File: src/rtl/dafilt_pkg.sv
package dafilt_pkg;
   localparam int unsigned OCTET_W = 8;
   localparam logic [31:0] HASH_POLY = 32'h04C1_1DB6;
   localparam int unsigned CFG_ALL_BIT   = 4;
   localparam int unsigned CFG_MCAST_BIT = 3;
   localparam int unsigned CFG_BCAST_BIT = 2;
   typedef enum logic [1:0] {CAP_IDLE, CAP_COLLECT, CAP_HOLD} cap_state_e;
endpackage

File: src/rtl/dafilt_tables.sv
module dafilt_tables #(
   parameter int unsigned STA_BYTES = 6,
   parameter int unsigned MSK_BYTES = 8,
   parameter int unsigned IDX_W     = 3
) (
   input  logic                   clk,
   input  logic                   rst_n,
   input  logic                   wr_en_i,
   input  logic                   wr_sel_i,
   input  logic [IDX_W-1:0]       wr_idx_i,
   input  logic [7:0]             wr_data_i,
   output logic [8*STA_BYTES-1:0] station_o,
   output logic [8*MSK_BYTES-1:0] mask_o
);
   if ((1 << IDX_W) < MSK_BYTES || (1 << IDX_W) < STA_BYTES) begin : g_chk_idx
      $error("dafilt_tables: index too narrow");
   end

   logic [7:0] sta_q [STA_BYTES];
   logic [7:0] msk_q [MSK_BYTES];

   always_ff @(posedge clk or negedge rst_n) begin
      if (!rst_n) begin
         for (int i = 0; i < STA_BYTES; i++) sta_q[i] <= '0;
         for (int i = 0; i < MSK_BYTES; i++) msk_q[i] <= '0;
      end else if (wr_en_i) begin
         for (int i = 0; i < STA_BYTES; i++)
            if (!wr_sel_i && wr_idx_i == IDX_W'(i)) sta_q[i] <= wr_data_i;
         for (int i = 0; i < MSK_BYTES; i++)
            if (wr_sel_i && wr_idx_i == IDX_W'(i)) msk_q[i] <= wr_data_i;
      end
   end

   for (genvar g = 0; g < STA_BYTES; g++) begin : g_sta
      assign station_o[8*g +: 8] = sta_q[g];
   end
   for (genvar g = 0; g < MSK_BYTES; g++) begin : g_msk
      assign mask_o[8*g +: 8] = msk_q[g];
   end

   // out-of-range station index leaves the station table untouched
   assert_sta_idx_range_R10: assert property (@(posedge clk) disable iff (!rst_n)
      (wr_en_i && !wr_sel_i && int'(wr_idx_i) >= int'(STA_BYTES)) |=> $stable(station_o));
endmodule

File: src/rtl/dafilt_capture.sv
module dafilt_capture
   import dafilt_pkg::*;
#(
   parameter int unsigned NBYTES = 6
) (
   input  logic                clk,
   input  logic                rst_n,
   input  logic                in_valid_i,
   input  logic                in_sof_i,
   input  logic [7:0]          in_data_i,
   input  logic                release_i,
   output logic                start_o,
   output logic [8*NBYTES-1:0] addr_next_o,
   output logic [8*NBYTES-1:0] addr_o,
   output logic                busy_o
);
   localparam int unsigned CW = (NBYTES > 2) ? $clog2(NBYTES) : 1;
   localparam logic [CW-1:0] LAST = CW'(NBYTES - 1);

   if (NBYTES < 2) begin : g_chk_len
      $error("dafilt_capture: need at least two bytes");
   end

   cap_state_e          state_q;
   logic [CW-1:0]       cnt_q;
   logic [8*NBYTES-1:0] addr_q;
   logic                take_more;

   assign take_more = (state_q == CAP_COLLECT) && in_valid_i && !in_sof_i;
   assign start_o   = take_more && (cnt_q == LAST);

   always_comb begin
      addr_next_o = addr_q;
      addr_next_o[8*int'(cnt_q) +: 8] = in_data_i;
   end

   always_ff @(posedge clk or negedge rst_n) begin
      if (!rst_n) begin
         state_q <= CAP_IDLE;
         cnt_q   <= '0;
         addr_q  <= '0;
      end else begin
         unique case (state_q)
            CAP_IDLE, CAP_COLLECT: begin
               if (in_valid_i && in_sof_i) begin
                  addr_q[7:0] <= in_data_i;
                  cnt_q       <= CW'(1);
                  state_q     <= CAP_COLLECT;
               end else if (take_more) begin
                  addr_q <= addr_next_o;
                  if (cnt_q == LAST) state_q <= CAP_HOLD;
                  else               cnt_q   <= cnt_q + CW'(1);
               end
            end
            CAP_HOLD: if (release_i) state_q <= CAP_IDLE;
            default:  state_q <= CAP_IDLE;
         endcase
      end
   end

   assign addr_o = addr_q;
   assign busy_o = (state_q == CAP_HOLD);

   // while held, the captured address and the busy flag stay put
   assert_hold_stable_R8: assert property (@(posedge clk) disable iff (!rst_n)
      (busy_o && !release_i) |=> (busy_o && $stable(addr_o)));
endmodule

File: src/rtl/dafilt_hash_serial.sv
module dafilt_hash_serial #(
   parameter int unsigned      IN_BITS = 48,
   parameter int unsigned      CRC_W   = 32,
   parameter logic [CRC_W-1:0] POLY    = 32'h04C1_1DB6,
   parameter int unsigned      HASH_W  = 6
) (
   input  logic               clk,
   input  logic               rst_n,
   input  logic               start_i,
   input  logic [IN_BITS-1:0] data_i,
   output logic               done_o,
   output logic [HASH_W-1:0]  hash_o
);
   localparam int unsigned CNT_W = $clog2(IN_BITS);
   localparam logic [CNT_W-1:0] LAST = CNT_W'(IN_BITS - 1);
   localparam logic [CRC_W-1:0] LSB1 = CRC_W'(1);

   if (HASH_W > CRC_W) begin : g_chk_hash
      $error("dafilt_hash_serial: hash wider than CRC");
   end

   logic [CRC_W-1:0]   crc_q, crc_step;
   logic [IN_BITS-1:0] sh_q;
   logic [CNT_W-1:0]   cnt_q;
   logic               run_q, done_q;

   always_comb begin
      crc_step = {crc_q[CRC_W-2:0], 1'b0};
      if (crc_q[CRC_W-1] ^ sh_q[0]) crc_step = (crc_step ^ POLY) | LSB1;
   end

   always_ff @(posedge clk or negedge rst_n) begin
      if (!rst_n) begin
         crc_q  <= '0;
         sh_q   <= '0;
         cnt_q  <= '0;
         run_q  <= 1'b0;
         done_q <= 1'b0;
      end else begin
         done_q <= 1'b0;
         if (start_i) begin
            crc_q <= '1;
            sh_q  <= data_i;
            cnt_q <= '0;
            run_q <= 1'b1;
         end else if (run_q) begin
            crc_q <= crc_step;
            sh_q  <= sh_q >> 1;
            cnt_q <= cnt_q + CNT_W'(1);
            if (cnt_q == LAST) begin
               run_q  <= 1'b0;
               done_q <= 1'b1;
            end
         end
      end
   end

   assign done_o = done_q;
   assign hash_o = crc_q[CRC_W-1 -: HASH_W];

   // completion is a one-cycle pulse that only follows a running hash
   assert_hash_pulse_R7: assert property (@(posedge clk) disable iff (!rst_n)
      done_q |=> !done_q);
   assert_hash_after_run_R5: assert property (@(posedge clk) disable iff (!rst_n)
      done_q |-> $past(run_q));
endmodule

File: src/rtl/dest_addr_filter.sv
module dest_addr_filter
   import dafilt_pkg::*;
#(
   parameter int unsigned ADDR_BYTES = 6,
   parameter int unsigned MASK_BYTES = 8,
   parameter int unsigned CRC_W      = 32,
   parameter logic [CRC_W-1:0] POLY  = HASH_POLY,
   parameter int unsigned WIDX_W     = $clog2(MASK_BYTES)
) (
   input  logic              clk,
   input  logic              rst_n,
   input  logic [7:0]        rx_cfg_i,
   input  logic              wr_en_i,
   input  logic              wr_sel_i,
   input  logic [WIDX_W-1:0] wr_idx_i,
   input  logic [7:0]        wr_data_i,
   input  logic              in_valid_i,
   input  logic              in_sof_i,
   input  logic [7:0]        in_data_i,
   output logic              busy_o,
   output logic              done_o,
   output logic              accept_o
);
   localparam int unsigned ADDR_W = OCTET_W * ADDR_BYTES;
   localparam int unsigned MASK_W = OCTET_W * MASK_BYTES;
   localparam int unsigned HASH_W = $clog2(MASK_W);

   if ((1 << HASH_W) != MASK_W) begin : g_chk_mask
      $error("dest_addr_filter: mask size must be a power of two");
   end

   logic [ADDR_W-1:0] station, cap_addr, cap_next;
   logic [MASK_W-1:0] mask;
   logic [HASH_W-1:0] hash;
   logic              cap_start, hash_done, cap_busy;
   logic              is_bcast, is_mcast, uni_hit, verdict;
   logic              done_q, accept_q;
   logic              unused_cfg;

   assign unused_cfg = ^{rx_cfg_i[7:5], rx_cfg_i[1:0]};

   dafilt_tables #(.STA_BYTES(ADDR_BYTES), .MSK_BYTES(MASK_BYTES), .IDX_W(WIDX_W)) tables_i (
      .clk(clk), .rst_n(rst_n), .wr_en_i(wr_en_i), .wr_sel_i(wr_sel_i),
      .wr_idx_i(wr_idx_i), .wr_data_i(wr_data_i), .station_o(station), .mask_o(mask));

   dafilt_capture #(.NBYTES(ADDR_BYTES)) capture_i (
      .clk(clk), .rst_n(rst_n), .in_valid_i(in_valid_i), .in_sof_i(in_sof_i),
      .in_data_i(in_data_i), .release_i(hash_done), .start_o(cap_start),
      .addr_next_o(cap_next), .addr_o(cap_addr), .busy_o(cap_busy));

   dafilt_hash_serial #(.IN_BITS(ADDR_W), .CRC_W(CRC_W), .POLY(POLY), .HASH_W(HASH_W)) hash_i (
      .clk(clk), .rst_n(rst_n), .start_i(cap_start), .data_i(cap_next),
      .done_o(hash_done), .hash_o(hash));

   always_comb begin
      is_bcast = &cap_addr;
      is_mcast = cap_addr[0] && !is_bcast;
      uni_hit  = (cap_addr == station);
      if (rx_cfg_i[CFG_ALL_BIT])  verdict = 1'b1;
      else if (is_bcast)          verdict = rx_cfg_i[CFG_BCAST_BIT];
      else if (is_mcast)          verdict = rx_cfg_i[CFG_MCAST_BIT] && mask[hash];
      else                        verdict = uni_hit;
   end

   always_ff @(posedge clk or negedge rst_n) begin
      if (!rst_n) begin
         done_q   <= 1'b0;
         accept_q <= 1'b0;
      end else begin
         done_q   <= hash_done;
         accept_q <= hash_done && verdict;
      end
   end

   assign busy_o   = cap_busy;
   assign done_o   = done_q;
   assign accept_o = accept_q;

   assert_accept_qualified_R7: assert property (@(posedge clk) disable iff (!rst_n)
      accept_o |-> done_o);
   assert_verdict_not_busy_R8: assert property (@(posedge clk) disable iff (!rst_n)
      done_o |-> !busy_o);
   assert_accept_all_R2: assert property (@(posedge clk) disable iff (!rst_n)
      (done_o && $past(rx_cfg_i[CFG_ALL_BIT])) |-> accept_o);
   assert_bcast_gate_R3: assert property (@(posedge clk) disable iff (!rst_n)
      (done_o && accept_o && $past(!rx_cfg_i[CFG_ALL_BIT] && (&cap_addr)))
      |-> $past(rx_cfg_i[CFG_BCAST_BIT]));
   assert_mcast_gate_R4: assert property (@(posedge clk) disable iff (!rst_n)
      (done_o && accept_o && $past(!rx_cfg_i[CFG_ALL_BIT] && cap_addr[0] && !(&cap_addr)))
      |-> $past(rx_cfg_i[CFG_MCAST_BIT]));
endmodule

File: config.mk
export PLATFORM = sky130hd
export DESIGN_NAME = dest_addr_filter
export DESIGN_NICKNAME = d
export VERILOG_FILES = /design/src/rtl/dafilt_pkg.sv /design/src/rtl/dafilt_tables.sv /design/src/rtl/dafilt_capture.sv /design/src/rtl/dafilt_hash_serial.sv /design/src/rtl/dest_addr_filter.sv
export SDC_FILE = /design/constraint.sdc
export NUM_CORES = 1
export LEC_CHECK = 0
export CELL_PAD_IN_SITES_DETAIL_PLACEMENT = 1
export CELL_PAD_IN_SITES_GLOBAL_PLACEMENT = 2
export CORE_UTILIZATION = 30
export DETAILED_ROUTE_END_ITERATION = 16
export PLACE_DENSITY_LB_ADDON = 0.1
export SLEW_MARGIN = 20
export SYNTH_ARGS = -nofsm -noshare
export SYNTH_HDL_FRONTEND = slang
export SYNTH_HIERARCHICAL = 1
export SYNTH_SLANG_ARGS = --single-unit
File: constraint.sdc
create_clock -name clk -period 3.3 [get_ports clk]
set_input_delay 0.33 -clock clk [delete_from_list [all_inputs] [get_ports clk]]
set_output_delay 0.33 -clock clk [all_outputs]
set_load 0.1 [all_outputs]
# Yosys cells after proc, flatten, opt, wreduce, memory -nomap -nowiden
# Index checks and enable logic that the tools add are counted.
# word_totals
register_bits	255
latch_bits	0
ram_bits	0
mem_bits_ro	0
input_bits	33
wordCells	127
mem_count	0
# op_classes
addsub	3
multipliers	0
div	0
magnitude_cmp	1
n_eq_ne	16
n_shift	2
n_mux	29
bitwise	3
reduce_logical	48
# ops
operator	count
48-bit two-way mux	2
32-bit two-way mux	2
48-bit bitwise mux	1
48-bit equality test	1
48-bit AND reduction	1
8-bit by 33-bit variable shift with 48-bit output (first input constant)	1
8-bit by 33-bit indexed part select with 48-bit output	1
6-bit negator with 33-bit output	1
2-bit AND reduction	15
27-bit two-way mux	1
1-bit logical AND	21
8-bit two-way mux	2
3-bit equality test (second input constant)	5
13-bit NOT	1
6-bit two-way mux	2
1-bit two-way mux	10
3-bit two-way mux	3
3-bit AND reduction	3
2-bit two-way mux	4
6-bit by 7-bit less-than comparator with 1-bit output (second input constant)	1
6-bit by 1-bit adder with 6-bit output (second input constant)	1
1-bit binary-select mux with 6-bit select	1
3-bit by 2-bit equality test with 1-bit output (second input constant)	2
6-bit equality test (second input constant)	1
14 further kinds	19

# Depth between registers and ports, before layout
# Gate-level depths: netlist of the first run.
# depth
ltp_word	7
mapped_depth	11

# By module
# The synthesis of the first run kept the hierarchy.
# modules_own_cells
module	instances	cells_each	area_per_inst_um2
dafilt_tables	1	260	4322.9
dafilt_hash_serial	1	368	3970.1
dafilt_capture	1	331	2936.6
dest_addr_filter	1	133	1265.0

# Worst setup path after synthesis of the first run
# No wires, ideal clock.
# synth_path
kind	reg-to-reg
start	reg capture_i.cnt_q[1]
end	reg capture_i.addr_q[0], in the netlist capture_i/addr_o[0]
arrival_ns	2.339
required_time_ns	3.175
slack_ns	0.836
path_stages_with_launch	9
path_buffers	1
synth_period_minus_slack_ns	2.464
path_cell_list	dfrtp_1 inv_1 ha_1 ha_1 nor4b_2 a31oi_1 nor2b_1 buf_6 mux2_4
# synth_between
elab_chain_len	5
# synth_lines
item	line	source
start, declared	dafilt_capture.sv:25	logic [CW-1:0] cnt_q;
start signal, assigned	dafilt_capture.sv:52	else cnt_q <= cnt_q + CW'(1);
6-bit negator with 33-bit output (*)	dafilt_capture.sv:34	addr_next_o[8*int'(cnt_q) +: 8] = in_data_i;
8-bit by 33-bit indexed part select with 48-bit output or 8-bit by 33-bit variable shift with 48-bit output (tied branches)	dafilt_capture.sv:34	
48-bit bitwise mux (*)	dafilt_capture.sv:34	
8-bit two-way mux (*)	dafilt_capture.sv:49	end else if (take_more) begin
8-bit two-way mux (*)	dafilt_capture.sv:45	if (in_valid_i && in_sof_i) begin
end signal, assigned	dafilt_capture.sv:46	addr_q[7:0] <= in_data_i;
end signal, assigned	dafilt_capture.sv:50	addr_q <= addr_next_o;
end, declared	dafilt_capture.sv:26	logic [8*NBYTES-1:0] addr_q;
# Mark *: on every way between the ends. The rest lies on a longest branch, timed or not. The select of a mux whose other input is x is not followed.
# A chain may end at the register's enable or synchronous reset.

# Final worst setup path of the first run
# layout_path
start	reg capture_i.cnt_q[0]
end	reg hash_i.sh_q[7]
# layout_between
elab_chain_len	4
# layout_lines
item	line	source
6-bit negator with 33-bit output (*)	dafilt_capture.sv:34	
8-bit by 33-bit indexed part select with 48-bit output or 8-bit by 33-bit variable shift with 48-bit output (tied branches)	dafilt_capture.sv:34	
48-bit bitwise mux (*)	dafilt_capture.sv:34	
net cap_next[7]	dest_addr_filter.sv:32	logic [ADDR_W-1:0] station, cap_addr, cap_next;
48-bit two-way mux (*)	dafilt_hash_serial.sv:41	if (start_i) begin
end signal, assigned	dafilt_hash_serial.sv:43	sh_q <= data_i;
end signal, assigned	dafilt_hash_serial.sv:48	sh_q <= sh_q >> 1;
end, declared	dafilt_hash_serial.sv:23	logic [IN_BITS-1:0] sh_q;
# The timed path passes the listed nets; every way through them passes the cells marked *.

==> impl_metrics.ini, run 1 <==
[outcome]
status = finished, final reports clean

[cells_and_area]
final_cells = 1671
fin_nets = 1155
area_growth_pct = 16.2
mostFrequentLayoutCell = dfrtp_1
postLayoutCoreUtil_pct = 35.5
layout_common_cells = 254 x dfrtp_1, 164 x nand2_1, 135 x o21ai_0
fillers = 4473
fin_area_mm2 = 0.0145
drive_gt1_share_pct = 21.6
diodes = 0

[cts]
htreeDepth = 2
clk_path_buf_depth = 3
clk_root_buffer_cell = clkbuf_16
clk_latency_ns = 0.53
cts.clk_slew.worst_paths_ns = 0.06
cts_sinks = 255
post_cts_resized = 0
cts_made_buffers = 34
cts_setup_buffers = 0
cts_tree = yes

[timing]
drv_slew = 0
worst_slew_pin_slew_ns = 0.964
finalSetupTns_ns = 0
hold_violations = 0
period_needed_ns = 2.50
setup_violations = 0
fmax_ghz = 0.400
period_share_pct = 75.8
whs_ns = 0.393
grt_setup_unrepaired = no
skew_ns = 0.0192
setup_ws_ns = 0.800
slew_headroom_pct = 35.5

[pwr]
p_total_mw = 12.7
switching_share_pct = 34.5
ir_worst_vdd_uv = 347
pwr-share-clk_pct = 29.9
internal_power_mw = 8.32
p_per_area_mw_per_mm2 = 875
cellLeakagePower_nw = 6.16
combPwrFrac_pct = 30.2
seqPwrFrac_pct = 39.9
p_switching_mw = 4.38

[logic_synthesis]
yosys.area.top_type = dfrtp_1
synth_nets = 1133
ys_seq_area_share_pct = 51.1
netlist_area_mm2 = 0.0125
synth.distinct_cells = 57
synth-edff-count = 0
synth_async_sr_flop_share_pct = 100
synthDominantCellAreaShare_pct = 51.1
syn_inst = 1092
syn_avg_cell_area_um2 = 11.4
yosys_warnings = 6
synthFlopType = dfrtp_1
ys_seq_elements = 255
synth_area_leaders = dfrtp_1 51%, mux2_2 9.5%, o21ai_0 5.4%, nand2_1 4.9%, mux2i_1 4.3%

[placed_design]
portBuffers = 30
place_area_mm2 = 0.0133
gp_congestion = 0.731
dp_hpwl_um = 23700
placed_cells = 1609
dp_slack_ns = 0.809

[floorplan]
io_pins = 36
die_w_um = 206
std_cell_rows = 74
start_util_pct = 30.5
core-area_mm2 = 0.0409
die-area_mm2 = 0.0425
fp.dieH_um = 206

[drt]
totalWireLength_um = 35600
avgViaCountPerCell = 4.97
vias = 8306
ant_nets = 0
firstDrtPassIters = 4
drc_errors = 0
first_iter_violations = 307
drt-wirelength-per-cell_um = 21.3

[critical_path]
critPathLaunchType = flip-flop
path_max_fanout = 9
arrival_ns = 2.87
path_class = reg -> reg
crit_path_end_kind = flip-flop
cp.required_ns = 3.67

[global_route]
grt_usage_pct = 17.8
grt_overflow = 0
grt_pass1_vias = 8971
grt_max_degree = 77
grt_pass1_wl_um = 56400
antenna_found_initial = 0

[run]
cap_violations = 0

[worst_hold_path]
hp-class = in -> async
-- registers in the layout (all words and copies together), names as in the netlist --
signal and cells:
tables_i/station_o 48, capture_i/addr_o 48, hash_i/run_q 1, hash_i/done_o 1, capture_i/state_q 2, hash_i/sh_q 48, capture_i/cnt_q 3, accept_o 1
tables_i/mask_o 64, done_o 1, hash_i/crc_q 32, hash_i/cnt_q 6
-- final cells by class --
| class | count | area, µm² | area share [%] |
|---|---|---|---|
| clock buffer | 54 | 1070 | 7.35 |
| tap | 532 | 666 | 4.58 |
| sequential | 255 | 6380 | 44.0 |
| inverter | 7 | 26.3 | 0.181 |
| multi-input combinational | 761 | 5760 | 39.7 |
| timing repair buffer | 55 | 531 | 3.65 |
| clock inverter | 7 | 88.8 | 0.612 |
-- routing by layer --
metal | GRT usage, % | up-vias | share of wire, %
met3 | 2.43 | 41 | 2.7
met1 | 26.1 | 4279 | 51
met2 | 27.1 | 82 | 45
met4 | 4.88 | 0 | 1.8
met5 | 0 | - | 0
li1 | - | 3904 | -
-- power groups by stage --
stage | combinational [mW] | clock, mW | sequential (mW)
floorplan | 3.13 | 0 | 4.66
global placement | 3.82 | 0 | 5.12
finish | 3.83 | 3.80 | 5.07
CTS | 3.90 | 3.93 | 5.10
detailed placement | 3.88 | 0 | 5.15
global route | 4.33 | 4.04 | 5.24
-- cells by family after synthesis --
family	Yosys count	share of synthesized area, %
xor gates and xnor gates	65	4.62
DFF	255	51.1
buffers and inverters	76	2.99
and+or+nand+nor	282	11.0
adders and majority gates	8	0.801
AOI/OAI and AO/OA	208	9.96
muxes	198	19.5
-- worst paths after layout --
| check | from | to | slack (ns) | cells after the start |
|---|---|---|---|---|
| max in group asynchronous | rst_n | tables_i/mask_o[19] | 1.93 | 3 |
| worst min register to register | hash_i/crc_q[20] | hash_i/crc_q[21] | 0.49 | 1 |
| min in group clk | hash_i/crc_q[20] | hash_i/crc_q[21] | 0.49 | 1 |
| worst min-delay path | rst_n | hash_i/sh_q[40] | 0.39 | 2 |
| worst max register to register | capture_i/cnt_q[0] | hash_i/sh_q[7] | 0.80 | 8 |
| worst max-delay path | capture_i/cnt_q[0] | hash_i/sh_q[7] | 0.80 | 8 |
-- cell usage after synthesis, types with 3 or more instances --
master and n:
nor2b_1 24, mux2_4 24, nand4_1 20, inv_1 5, ha_1 8, nor3b_2 3, nand2_1 164, mux2i_1 54
nand3_1 12, buf_4 11, o311ai_4 3, nand2b_1 7, o21ai_1 9, nor4_1 12, nand2b_4 3, dfrtp_1 255
o31ai_1 9, xnor2_1 16, mux4_2 10, xor2_1 48, nor2_1 13, nand3b_1 3, a31oi_1 5, or3_1 3
mux4_1 5, a21oi_1 19, clkbuf_1 28, buf_2 26, o21ai_0 135, a211o_1 18, mux2_2 105, nor2_2 7
-- repair_timing --
action / in CTS / in global routing
endpoints found under the setup margin: 0 / 0
hold buffers: 1 / 0
endpoints found under the hold margin: 71 / 0
-- worst max-delay path, stage by stage (launching register included) --
cell and delay [ns]:
dfrtp_1 0.37, inv_2 0.10, ha_1 0.23, ha_1 0.46, nor4b_2 0.35, nand2_1 0.28
mux2_2 0.36, nand2_1 0.09, o21ai_0 0.10
No activity file was read; power rests on OpenSTA's default activity.
==> run 2, diff against run 1 <==
Clock period 3.3 ns to 2.5 ns, I/O delays scaled along.
==> run 2 against run 1 <==
  * Final area increased by 0.40%
  * Clock-buffer cell count down 2
  * Clock skew up 0.0034 ns
  * Routed wire length decreased by 0.40%
  * Core utilization grew 0.14 points
  * Via count increased by 0.75%
  * Non-clock buffer count is 17 higher
  * Total power rose by 30%
  * Setup slack worse by 0.57 ns
  * Critical path type unchanged
  * Largest power group unchanged
==> impl_metrics.ini, run 2 (synthesized netlist as in run 1, its figures left out) <==
[outcome]
status = finished, final reports clean

[timing]
period_share_pct = 90.6
grt_setup_unrepaired = no
slew_headroom_pct = 40.5
drv_slew = 0
worst_slew_pin_slew_ns = 0.890
setup_ws_ns = 0.234
period_needed_ns = 2.27
skew_ns = 0.0226
fmax_ghz = 0.441
setup_violations = 0
whs_ns = 0.207
hold_violations = 0
finalSetupTns_ns = 0

[cts]
htreeDepth = 2
cts_tree = yes
post_cts_resized = 0
clk_root_buffer_cell = clkbuf_16
clk_path_buf_depth = 3
cts_sinks = 255
postCtsHoldBufs = 1
cts_setup_buffers = 0
cts_made_buffers = 34
cts.clk_slew.worst_paths_ns = 0.05
clk_latency_ns = 0.53

[floorplan]
die-area_mm2 = 0.0425
die_w_um = 206
start_util_pct = 30.5
core-area_mm2 = 0.0409
fp.dieH_um = 206
io_pins = 36
std_cell_rows = 74

[critical_path]
path_max_fanout = 6
slowest_delay_ns = 0.49
path_cells = inv_2 > ha_1 > ha_1 > nor3b_2 > nand3_1 > o21ai_0 > nand2_1 > o21ai_0
crit_path_end_kind = flip-flop
cp.required_ns = 2.93
crit_family = simple AND/OR/NAND/NOR gates
path_class = reg -> reg
cp_num_buf_inv = 1
critPathLaunchType = flip-flop
arrival_ns = 2.70
crit_path_top_delay_cell = o21ai_0

[global_route]
antenna_found_initial = 0
grt_pass1_vias = 8881
gr-usage-met3_pct = 2.44
top_usage_layer = met1
grt_usage_pct = 17.9
groute.layer.met2.usage_pct = 26.6
grt_use_met1_pct = 27.0
grt_max_degree = 86
grt_pass1_wl_um = 56900
grt_overflow = 0

[placed_design]
dp_slack_ns = 0.234
dp_hpwl_um = 24000
portBuffers = 30
gp_congestion = 0.736

[pwr]
pwr-share-clk_pct = 28.1
combPwrFrac_pct = 32.4
seqPwrFrac_pct = 39.5
ir_worst_vdd_uv = 567
switching_share_pct = 34.8
p_switching_mw = 5.76
cellLeakagePower_nw = 6.20
internal_power_mw = 10.8
p_per_area_mw_per_mm2 = 1140

[cells_and_area]
area_growth_pct = 16.7
mostFrequentLayoutCell = dfrtp_1
diodes = 0
regArea_mm2 = 0.00638
fillers = 4458
multi_input_area_mm2 = 0.00576
postLayoutCoreUtil_pct = 35.6
drive_gt1_share_pct = 22.5
largest_register_ffs = 64
fin_nets = 1172
layout_common_cells = 254 x dfrtp_1, 164 x nand2_1, 135 x o21ai_0

[drt]
drt-wirelength-per-cell_um = 21.1
drc_errors = 0
ant_nets = 0
first_iter_violations = 327
vias = 8368
avgViaCountPerCell = 4.97
totalWireLength_um = 35400
firstDrtPassIters = 4

[worst_hold_path]
hp-class = in -> async

[run]
cap_violations = 0
## run 2: path summary, 6_finish.rpt
kind	startpoint	endpoint	slack, ns	cells past startpoint
max in group asynchronous	rst_n	tables_i/mask_o[55]	1.51	3
min in group clk	in_valid_i	capture_i/state_q[0]	0.48	3
min reg2reg	hash_i/crc_q[13]	hash_i/crc_q[14]	0.49	1
min	rst_n	capture_i/cnt_q[1]	0.21	2
max reg2reg	capture_i/cnt_q[0]	hash_i/sh_q[16]	0.23	8
max	capture_i/cnt_q[0]	hash_i/sh_q[16]	0.23	8
## run 2: final cells by class
| type | count | share of cell area (%) |
|---|---|---|
| clock buffer | 52 | 7.06 |
| multi-input combinational | 761 | 39.5 |
| timing repair buffer | 72 | 4.74 |
| inverter | 7 | 0.180 |
| clock inverter | 4 | 0.163 |
| tap | 532 | 4.57 |
| sequential | 255 | 43.8 |
## run 2: layer usage
metal	part of all wire (%)	wire [µm]	vias to the layer above
li1	-	-	3937
met1	51	18100	4333
met2	45	15900	65
met3	2.4	844	33
met4	1.5	519	0
met5	0	0	-
## run 2: power by group through the flow
stage                     Clock, mW  Sequential, mW  Combinational [mW]
after detailed placement          0            6.64                5.43
final                          4.65            6.55                5.36
after global routing           4.97            6.76                6.06
after floorplan                   0            6.15                4.13
after global placement            0            6.62                5.35
after CTS                      4.83            6.58                5.46
## run 2: metrics by stage
stage / cells / area (µm²) / total power, mW
after detailed placement: 1626 / 13500 / 12.1
final: 1683 / 14600 / 16.6
after floorplan: 1092 / 12500 / 10.3
after global routing: 1683 / 14600 / 17.8
after global placement: 1626 / 13500 / 12.0
after CTS: 1683 / 14600 / 16.9
